File: src/rtl/irqr_pkg.sv
package irqr_pkg;
    localparam int NLEV    = 7;
    localparam int WORD_W  = 16;
    localparam int LANE_W  = WORD_W / 2;
    localparam int EN_LSB  = LANE_W;

    typedef enum logic [1:0] {
        ROUTE_OFF = 2'd0,
        ROUTE_L2R = 2'd1,
        ROUTE_R2L = 2'd2
    } route_t;
endpackage

File: src/rtl/irqr_cfg_reg.sv
module irqr_cfg_reg
    import irqr_pkg::*;
#(
    parameter int N = NLEV
) (
    input  logic              clk,
    input  logic              hard_rst_n,
    input  logic              soft_rst,
    input  logic              sel,
    input  logic              wr,
    input  logic [1:0]        be,
    input  logic [WORD_W-1:0] wdata,
    output logic [N-1:0]      en,
    output logic [N-1:0]      dir,
    output logic [WORD_W-1:0] rdata
);
    logic wr_ok;
    assign wr_ok = sel && wr && !soft_rst;

    always_ff @(posedge clk or negedge hard_rst_n) begin
        if (!hard_rst_n) begin
            en  <= '0;
            dir <= '0;
        end else if (wr_ok) begin
            if (be[1]) en  <= wdata[EN_LSB +: N];
            if (be[0]) dir <= wdata[0 +: N];
        end
    end

    always_comb begin
        rdata = '0;
        rdata[EN_LSB +: N] = en;
        rdata[0 +: N]      = dir;
    end
endmodule

File: src/rtl/irqr_lane.sv
module irqr_lane
    import irqr_pkg::*;
(
    input  logic en,
    input  logic dir,
    input  logic self_irq_n,
    input  logic lcl_irq_n,
    input  logic rmt_irq_n,
    input  logic lcl_iack_n,
    input  logic rmt_iack_n,
    output logic lcl_irq_drv_n,
    output logic rmt_irq_drv_n,
    output logic lcl_iack_drv_n,
    output logic rmt_iack_drv_n
);
    route_t route;

    always_comb begin
        if (!en)      route = ROUTE_OFF;
        else if (dir) route = ROUTE_R2L;
        else          route = ROUTE_L2R;
    end

    always_comb begin
        lcl_irq_drv_n  = self_irq_n;
        rmt_irq_drv_n  = 1'b1;
        lcl_iack_drv_n = 1'b1;
        rmt_iack_drv_n = 1'b1;
        unique case (route)
            ROUTE_OFF: ;
            ROUTE_L2R: begin
                rmt_irq_drv_n  = lcl_irq_n & self_irq_n;
                lcl_iack_drv_n = rmt_iack_n;
            end
            ROUTE_R2L: begin
                lcl_irq_drv_n  = rmt_irq_n & self_irq_n;
                rmt_iack_drv_n = lcl_iack_n;
            end
            default: ;
        endcase
    end
endmodule

File: src/rtl/irq_level_router.sv
module irq_level_router
    import irqr_pkg::*;
(
    input  logic              clk,
    input  logic              hard_rst_n,
    input  logic              soft_rst,
    input  logic              cfg_sel,
    input  logic              cfg_wr,
    input  logic [1:0]        cfg_be,
    input  logic [WORD_W-1:0] cfg_wdata,
    output logic [WORD_W-1:0] cfg_rdata,
    input  logic [NLEV-1:0]   self_irq_n,
    input  logic [NLEV-1:0]   lcl_irq_n,
    input  logic [NLEV-1:0]   rmt_irq_n,
    output logic [NLEV-1:0]   lcl_irq_drv_n,
    output logic [NLEV-1:0]   rmt_irq_drv_n,
    input  logic [NLEV-1:0]   lcl_iack_n,
    input  logic [NLEV-1:0]   rmt_iack_n,
    output logic [NLEV-1:0]   lcl_iack_drv_n,
    output logic [NLEV-1:0]   rmt_iack_drv_n
);
    logic [NLEV-1:0] en;
    logic [NLEV-1:0] dir;

    irqr_cfg_reg #(.N(NLEV)) u_cfg (
        .clk       (clk),
        .hard_rst_n(hard_rst_n),
        .soft_rst  (soft_rst),
        .sel       (cfg_sel),
        .wr        (cfg_wr),
        .be        (cfg_be),
        .wdata     (cfg_wdata),
        .en        (en),
        .dir       (dir),
        .rdata     (cfg_rdata)
    );

    for (genvar g = 0; g < NLEV; g++) begin : g_lane
        irqr_lane u_lane (
            .en            (en[g]),
            .dir           (dir[g]),
            .self_irq_n    (self_irq_n[g]),
            .lcl_irq_n     (lcl_irq_n[g]),
            .rmt_irq_n     (rmt_irq_n[g]),
            .lcl_iack_n    (lcl_iack_n[g]),
            .rmt_iack_n    (rmt_iack_n[g]),
            .lcl_irq_drv_n (lcl_irq_drv_n[g]),
            .rmt_irq_drv_n (rmt_irq_drv_n[g]),
            .lcl_iack_drv_n(lcl_iack_drv_n[g]),
            .rmt_iack_drv_n(rmt_iack_drv_n[g])
        );
    end
endmodule

File: config.mk
export PLATFORM = sky130hd
export DESIGN_NAME = irq_level_router
export DESIGN_NICKNAME = d
export VERILOG_FILES = /design/src/rtl/irqr_pkg.sv /design/src/rtl/irqr_cfg_reg.sv /design/src/rtl/irqr_lane.sv /design/src/rtl/irq_level_router.sv
export SDC_FILE = /design/constraint.sdc
export NUM_CORES = 1
export LEC_CHECK = 0
export CORE_MARGIN = 4
export CORE_UTILIZATION = 29
export DETAILED_ROUTE_END_ITERATION = 16
export PLACE_DENSITY = 0.76
export SLEW_MARGIN = 25
export SYNTH_ARGS = -nofsm -noshare
export SYNTH_HDL_FRONTEND = slang
export SYNTH_SLANG_ARGS = --single-unit
File: constraint.sdc
create_clock -name clk -period 1.25 [get_ports clk]
set_input_delay 0.1875 -clock clk [delete_from_list [all_inputs] [get_ports clk]]
set_output_delay 0.1875 -clock clk [all_outputs]
set_load 0.05 [all_outputs]
Word-level counts from Yosys, hierarchy flattened
Cells that the tools add are included.

storage, ports and cells
  register bits after elaboration = 14
  bits of input ports = 58
  output and inout bits = 44
  logic and storage cells = 77

operators by class
  equality and inequality tests = 14
  muxes and demuxes = 42
  bitwise operators = 14
  reductions and logical operators = 5

operators with widths
  kind                                                                   number
  1-bit two-way mux                                                      28
  2-bit two-way mux                                                      14
  1-bit bitwise AND                                                      14
  2-bit by 1-bit equality test with 1-bit output, second input constant  7
  2-bit equality test, second input constant                             7
  2-bit AND reduction                                                    2
  1-bit logical AND                                                      2
  1-bit logical NOT                                                      1

Longest topological paths before layout
Gate-level depths: netlist of run 1.

  depth after elaboration = 4
  gate-level depth with buffers = 3
  mapped depth without buffers = 2

Hierarchy
Synthesis of run 1 repeated with hierarchy kept, for this count alone.

second synthesis, totals
  cells, all modules = 89
  area total of the unflattened synthesis = 924.6 um^2

modules (own cells, without submodules)
  module        times used  cells each  area each (um^2)
  irqr_cfg_reg  1           47          661.9
  irqr_lane     7           6           37.5

Worst setup path after synthesis of run 1
No wires, ideal clock.

  path type = register to output
  start point = register u_cfg.dir[0]
  end point = output port lcl_iack_drv_n[0]
  arrival time = 1.027 ns
  data required time = 1.062 ns
  slack = 0.036 ns
  stages on the path, launching flop included = 3
  path buffers = 1
  path through = dfrtp_1 > or3b_2 > buf_4

between the ends
  word-level cells in the longest chain between the ends = 4

RTL lines
  item                                            RTL line                text
  start: declaration                              irqr_cfg_reg.sv:14      output logic [N-1:0] dir,
  start signal: assignment                        irqr_cfg_reg.sv:26      if (be[0]) dir <= wdata[0 +: N];
  2-bit two-way mux                               irqr_lane.sv:20         else if (dir) route = ROUTE_R2L;
  2-bit two-way mux                               irqr_lane.sv:19         if (!en) route = ROUTE_OFF;
  2-bit by 1-bit equality test with 1-bit output  irqr_lane.sv:29         unique case (route)
  1-bit two-way mux                               irqr_lane.sv:29
  end: declaration                                irq_level_router.sv:19  output logic [NLEV-1:0] lcl_iack_drv_n,

Every way passes these cells.

Worst setup path after layout of run 1
  start point = register u_cfg.en[1]
  end point = output port lcl_iack_drv_n[1]

between the ends
  word-level cells in the longest chain between the ends = 3

RTL lines
  item                                            RTL line            text
  start: declaration                              irqr_cfg_reg.sv:13  output logic [N-1:0] en,
  start signal: assignment                        irqr_cfg_reg.sv:25  if (be[1]) en <= wdata[EN_LSB +: N];
  2-bit two-way mux                               irqr_lane.sv:19
  2-bit by 1-bit equality test with 1-bit output  irqr_lane.sv:29
  1-bit two-way mux                               irqr_lane.sv:29

Every way passes these cells.

==> results.md, run 1 <==
- Inserted Clock Buffers: 3
- Largest net degree at the start of global routing: 15
- Register bit total from synthesis: 14
- Vias after detailed routing: 1104
- Synth Instances: 117
- Critical path arrival: 1.20 ns
- CTS Sinks: 14
- Layout area overhead: 129%
- Critical path peak fanout: 4
- Pwr dens: 1460 nW/µm²
- Dpl ws: -0.202 ns
- Commonest non-fill, non-tap cells in the layout: clkdlybuf4s50_1 (55), buf_12 (28), buf_6 (17)
- Worst r2r dst: u_cfg.en[4]
- RSZ-0062 raised after global routing: true
- Clk slew on worst S/H paths: 0.06 ns
- Lkg Pwr: 1.14 nW
- Drt wl/cell: 15.7 µm
- Area of the mapped netlist: 1130 µm²
- Crit path time final: 1.39 ns
- R2R depth: 4
- Critical-path cell list: or3b_4, buf_8
- FMAX: 718 MHz
- Root buffer cell: clkbuf_8
- Critical Path RT: 1.06 ns
- Critical path class: reg -> out
- All-Layer GR Usage: 15.6%
- Slowest cell on crit path: or3b_4
- Commonest non-fill, non-tap cell in the layout: clkdlybuf4s50_1
- Pwr Total: 0.00378 W
- Worst Skew: 0 ns
- Hold_buf cts: 0
- Vias in the first global route: 1263
- Initial antenna violation count: 0
- H-tree lvl count: 1
- Die Area: 4980 µm²
- Final #Nets: 265
- Avg Cell Area, Syn: 9.70 µm²
- Total congestion overflow: 0
- Reg2Reg Setup Slack: 0.09 ns
- Antenna viol nets, final: 0
- Hold Crit Class: in -> async
- Critical Path End Type: primary output
- Sequential share of the synthesized area: 30.9%
- Die span in y: 70.6 µm
- Clock buffer depth: 2
- N_diodes: 0
- # Max-Cap Violations: 0
- Failing checks: negative setup slack
- Final setup viols: 29
- Worst-skew pair later-pin latency: 0.24 ns
- Layout cells sized above 1: 54.9%
- Final WS setup: -0.142 ns
- Final RePlAce weighted congestion: 0.727
- Util after Layout: 69.9%
- Final Hold Vio Count: 0
- Outcome: complete, but fails checks
- Starting Density: 30.5%
- FILL cells: 273
- Core box area: 3720 µm²
- I/O pins: 102
- Final Max Tran Viols: 0
- Startpoint types: flip-flop
- Synth cell types: 10
- Pre-antenna DRT Iters: 4
- CTS tree: yes
- Final WL: 3980 µm
- Peak VDD IR: 0.000626 V
- Buffers on Ports: 97
- Synth warnings: 0
- Post-DP HPWL: 3210 µm
- Period Utilization, post-route: 111%
- # DRC: 0
- Cells after DPL: 239
- CP max stage delay: 0.41 ns
- Die width: 70.6 µm
- Fin cells: 254
- Drt initial violations: 6
- Site row count: 22
- Reg2reg start: u_cfg.en[4]
- First-pass GRT wire length: 6200 µm
- Via density: 4.35
-- cell type report --
| cell class | instances | area, µm² | area share [%] |
|---|---|---|---|
| flip-flops and latches | 14 | 350 | 13.5 |
| repair buffers | 128 | 1620 | 62.3 |
| multi-input cells | 60 | 513 | 19.8 |
| well taps | 48 | 60.1 | 2.31 |
| clock buffers | 4 | 55.1 | 2.12 |
-- power breakdown --
part / internal (W) / switching, W / leakage (nW)
clock: 0.000279 / 0.000164 / 0.0288
combinational: 0.00143 / 0.00127 / 0.947
sequential: 0.000554 / 0.0000926 / 0.168
-- routing by layer --
layer | global-route usage [%] | vias up | part of all wire (%)
li1 | - | 524 | -
met1 | 14.5 | 528 | 30
met2 | 33.9 | 50 | 62
met3 | 3.41 | 2 | 7.2
met4 | 2.51 | 0 | 0.33
met5 | 0 | - | 0
-- metrics by stage --
stage	hold slack, ns	setup TNS, ns	instance area, µm²
final	0.254	-2.74	2600
after global routing	0.277	-3.97	2600
after CTS	0.258	-2.63	2540
after detailed placement	0.520	-3.62	2230
after global placement	0.519	-2.97	2230
after floorplan	-0.108	0	1140
-- critical path: cells and delay by family (launching register included) --
kind          cells  cell delay [ns]
flops             1             0.40
simple gates      1             0.41
buf+inv           1             0.16
-- kinds of logic (layout without fill, tap and decap cells) --
group                  after synthesis  after routing  share of synthesized area [%]
buffers and inverters               44            132                           29.1
other                                1              2                          0.330
flip-flops                          14             14                           30.9
multiplexers                        14             14                           13.9
AND/OR/NAND/NOR                     37             37                           21.2
AO/OA/AOI/OAI                        7              7                           4.63
-- how the worst max path moves through the flow --
| stage | from | endpoint | slack [ns] | cells after the start |
|---|---|---|---|---|
| 2_1_floorplan | u_cfg.dir[0] | lcl_iack_drv_n[0] | 0.04 | 2 |
| 3_3_place_gp | cfg_sel | u_cfg.dir[3] | -0.16 | 4 |
| 3_5_place_dp | cfg_sel | u_cfg.dir[1] | -0.20 | 4 |
| 4_1_cts | u_cfg.en[1] | lcl_iack_drv_n[1] | -0.13 | 2 |
| 5_1_grt | u_cfg.dir[3] | rmt_iack_drv_n[3] | -0.18 | 4 |
| 6_report | u_cfg.en[1] | lcl_iack_drv_n[1] | -0.14 | 2 |
-- timing repair --
item | CTS | global route
cloned | 0 | 0
endpoints found under the setup margin | 28 | 34
setup buffers | 12 | 4
gates resized for setup | 54 | 13
pin swaps | 10 | 2
-- Yosys cell counts --
| cell | count | area (µm²) |
|---|---|---|
| or2_2 | 7 | 43.8 |
| conb_1 | 1 | 3.75 |
| nand2_1 | 14 | 52.6 |
| buf_4 | 44 | 330 |
| nand3b_1 | 7 | 52.6 |
| or3b_2 | 7 | 61.3 |
| nand4b_2 | 2 | 30.0 |
| dfrtp_1 | 14 | 350 |
| mux2_2 | 14 | 158 |
| o21a_1 | 7 | 52.6 |
-- registers in the layout, indices dropped and copies added (netlist names) --
signal / count
u_cfg.en: 7
u_cfg.dir: 7
No activity file was read; power rests on OpenSTA's default activity.
==> run 2: changes to the inputs <==
ABC_CLOCK_PERIOD_IN_PS = 1250   (was unset)
==> results of run 2 <==
Same layout as run 1: the final DEF is identical, and so are final timing and power.
==> run 3: changes to the inputs <==
ABC_CLOCK_PERIOD_IN_PS = 1700   (was 1250)
PLACE_DENSITY = 0.79   (was 0.76)
clock period = 1.7 ns   (was 1.25 ns; I/O delays follow)
==> results.md, run 3 (synthesis gave the netlist of run 1 again) <==
- H-tree lvl count: 1
- Worst Skew: 0 ns
- Final WL: 2900 µm
- Final WS setup: 0.112 ns
- Layout area overhead: 73.8%
- Lkg Pwr: 0.846 nW
- N_diodes: 0
- Worst r2r dst: u_cfg.en[0]
- Cells after DPL: 220
- Clock buffer depth: 2
- RSZ-0062 raised after global routing: false
- I/O pins: 102
- Via density: 4.25
- Core box area: 3720 µm²
- # DRC: 0
- Multi-input logic area: 458 µm²
- Critical Path Sink: lcl_iack_drv_n[4]
- Total congestion overflow: 0
- Global Route met3 Usage: 5.11%
- Pwr dens: 1070 nW/µm²
- Period Utilization, post-route: 93.4%
- Buffers on Ports: 97
- Final #Nets: 235
- Crit path time final: 1.59 ns
- Vias in the first global route: 902
- Vias after detailed routing: 951
- Worst-skew pair later-pin latency: 0.24 ns
- Grt met1 use: 12.4%
- All-Layer GR Usage: 11.2%
- FILL cells: 351
- Fin cells: 224
- Reg2Reg Setup Slack: 0.89 ns
- Critical Path End Type: primary output
- Outcome: finished clean
- Die Area: 4980 µm²
- Pre-antenna DRT Iters: 2
- Cts repair resizes: 0
- CTS Sinks: 14
- Clk slew on worst S/H paths: 0.06 ns
- CTS tree: yes
- Antenna viol nets, final: 0
- Setup Fix Bufs, Post-CTS: 0
- # Max-Cap Violations: 0
- Hold_buf cts: 0
- Commonest non-fill, non-tap cell in the layout: clkdlybuf4s50_1
- Initial antenna violation count: 0
- Die width: 70.6 µm
- Site row count: 22
- Drt wl/cell: 13.0 µm
- Final RePlAce weighted congestion: 0.716
- Commonest non-fill, non-tap cells in the layout: clkdlybuf4s50_1 (55), buf_4 (29)
- Final Hold Vio Count: 0
- CP startpoint: u_cfg.dir[4]
- Hold Crit Class: in -> async
- Die span in y: 70.6 µm
- Util after Layout: 53.1%
- Startpoint types: flip-flop
- Sum Neg Setup Slack: 0 ns
- Final Max Tran Viols: 0
- Critical path peak fanout: 5
- Final setup viols: 0
- Dpl ws: 0.120 ns
- Reg2reg start: u_cfg.en[0]
- Layout cells sized above 1: 43.8%
- Register area: 350 µm²
- Inserted Clock Buffers: 3
- Peak VDD IR: 0.000643 V
- Root buffer cell: clkbuf_8
- R2R depth: 1
- Starting Density: 30.5%
- Largest net degree at the start of global routing: 15
- FMAX: 630 MHz
- Biggest regs: u_cfg.dir x7, u_cfg.en x7
- Critical path arrival: 1.33 ns
- Critical path class: reg -> out
- GR Util met2: 20.0%
- Post-DP HPWL: 2510 µm
- Drt initial violations: 17
- First-pass GRT wire length: 4440 µm
- Gr busiest metal: met2
- Critical Path RT: 1.44 ns
## run 3: changes by cell type in the layout (fill, tap and decap cells not counted), sizes merged
cell | previous run | this run
buf | 73 | 43
## run 3: metrics by stage
step | instance area [µm²] | power (W) | hold slack, ns
after global routing | 1970 | 0.00221 | 0.336
after global placement | 1920 | 0.00180 | 0.568
after floorplan | 1140 | 0.00147 | -0.0406
after CTS | 1970 | 0.00214 | 0.325
final | 1970 | 0.00211 | 0.321
after detailed placement | 1920 | 0.00182 | 0.576
## run 3: critical path, cell delays in order, from the launching register on
cell,delay (ns)
dfrtp_1,0.42
or3b_2,0.47
buf_4,0.20
## run 3: final cells by class
class | instances | share of cell area (%)
tap | 48 | 3.05
timing repair buffer | 98 | 53.2
sequential | 14 | 17.8
clock buffer | 4 | 2.79
multi-input combinational | 60 | 23.2
## run 3: worst min-delay path by stage
stage,from,to,depth (start not counted)
finish,hard_rst_n,u_cfg.en[5],2
global route,hard_rst_n,u_cfg.en[5],2
floorplan,hard_rst_n,u_cfg.dir[0],0
detailed placement,u_cfg.dir[2],u_cfg.dir[2],1
CTS,hard_rst_n,u_cfg.en[5],2
global placement,u_cfg.dir[5],u_cfg.dir[5],1
## run 3: per-layer routing
metal,vias to the layer above,wire (µm)
met5,-,0
met4,0,12
met3,2,273
met2,45,1560
met1,434,1060
li1,470,-
## run 3: report_power, final
| part | internal (W) | switching (W) |
|---|---|---|
| Clock | 0.000205 | 0.000114 |
| Sequential | 0.000408 | 0.0000904 |
| Combinational | 0.000548 | 0.000749 |
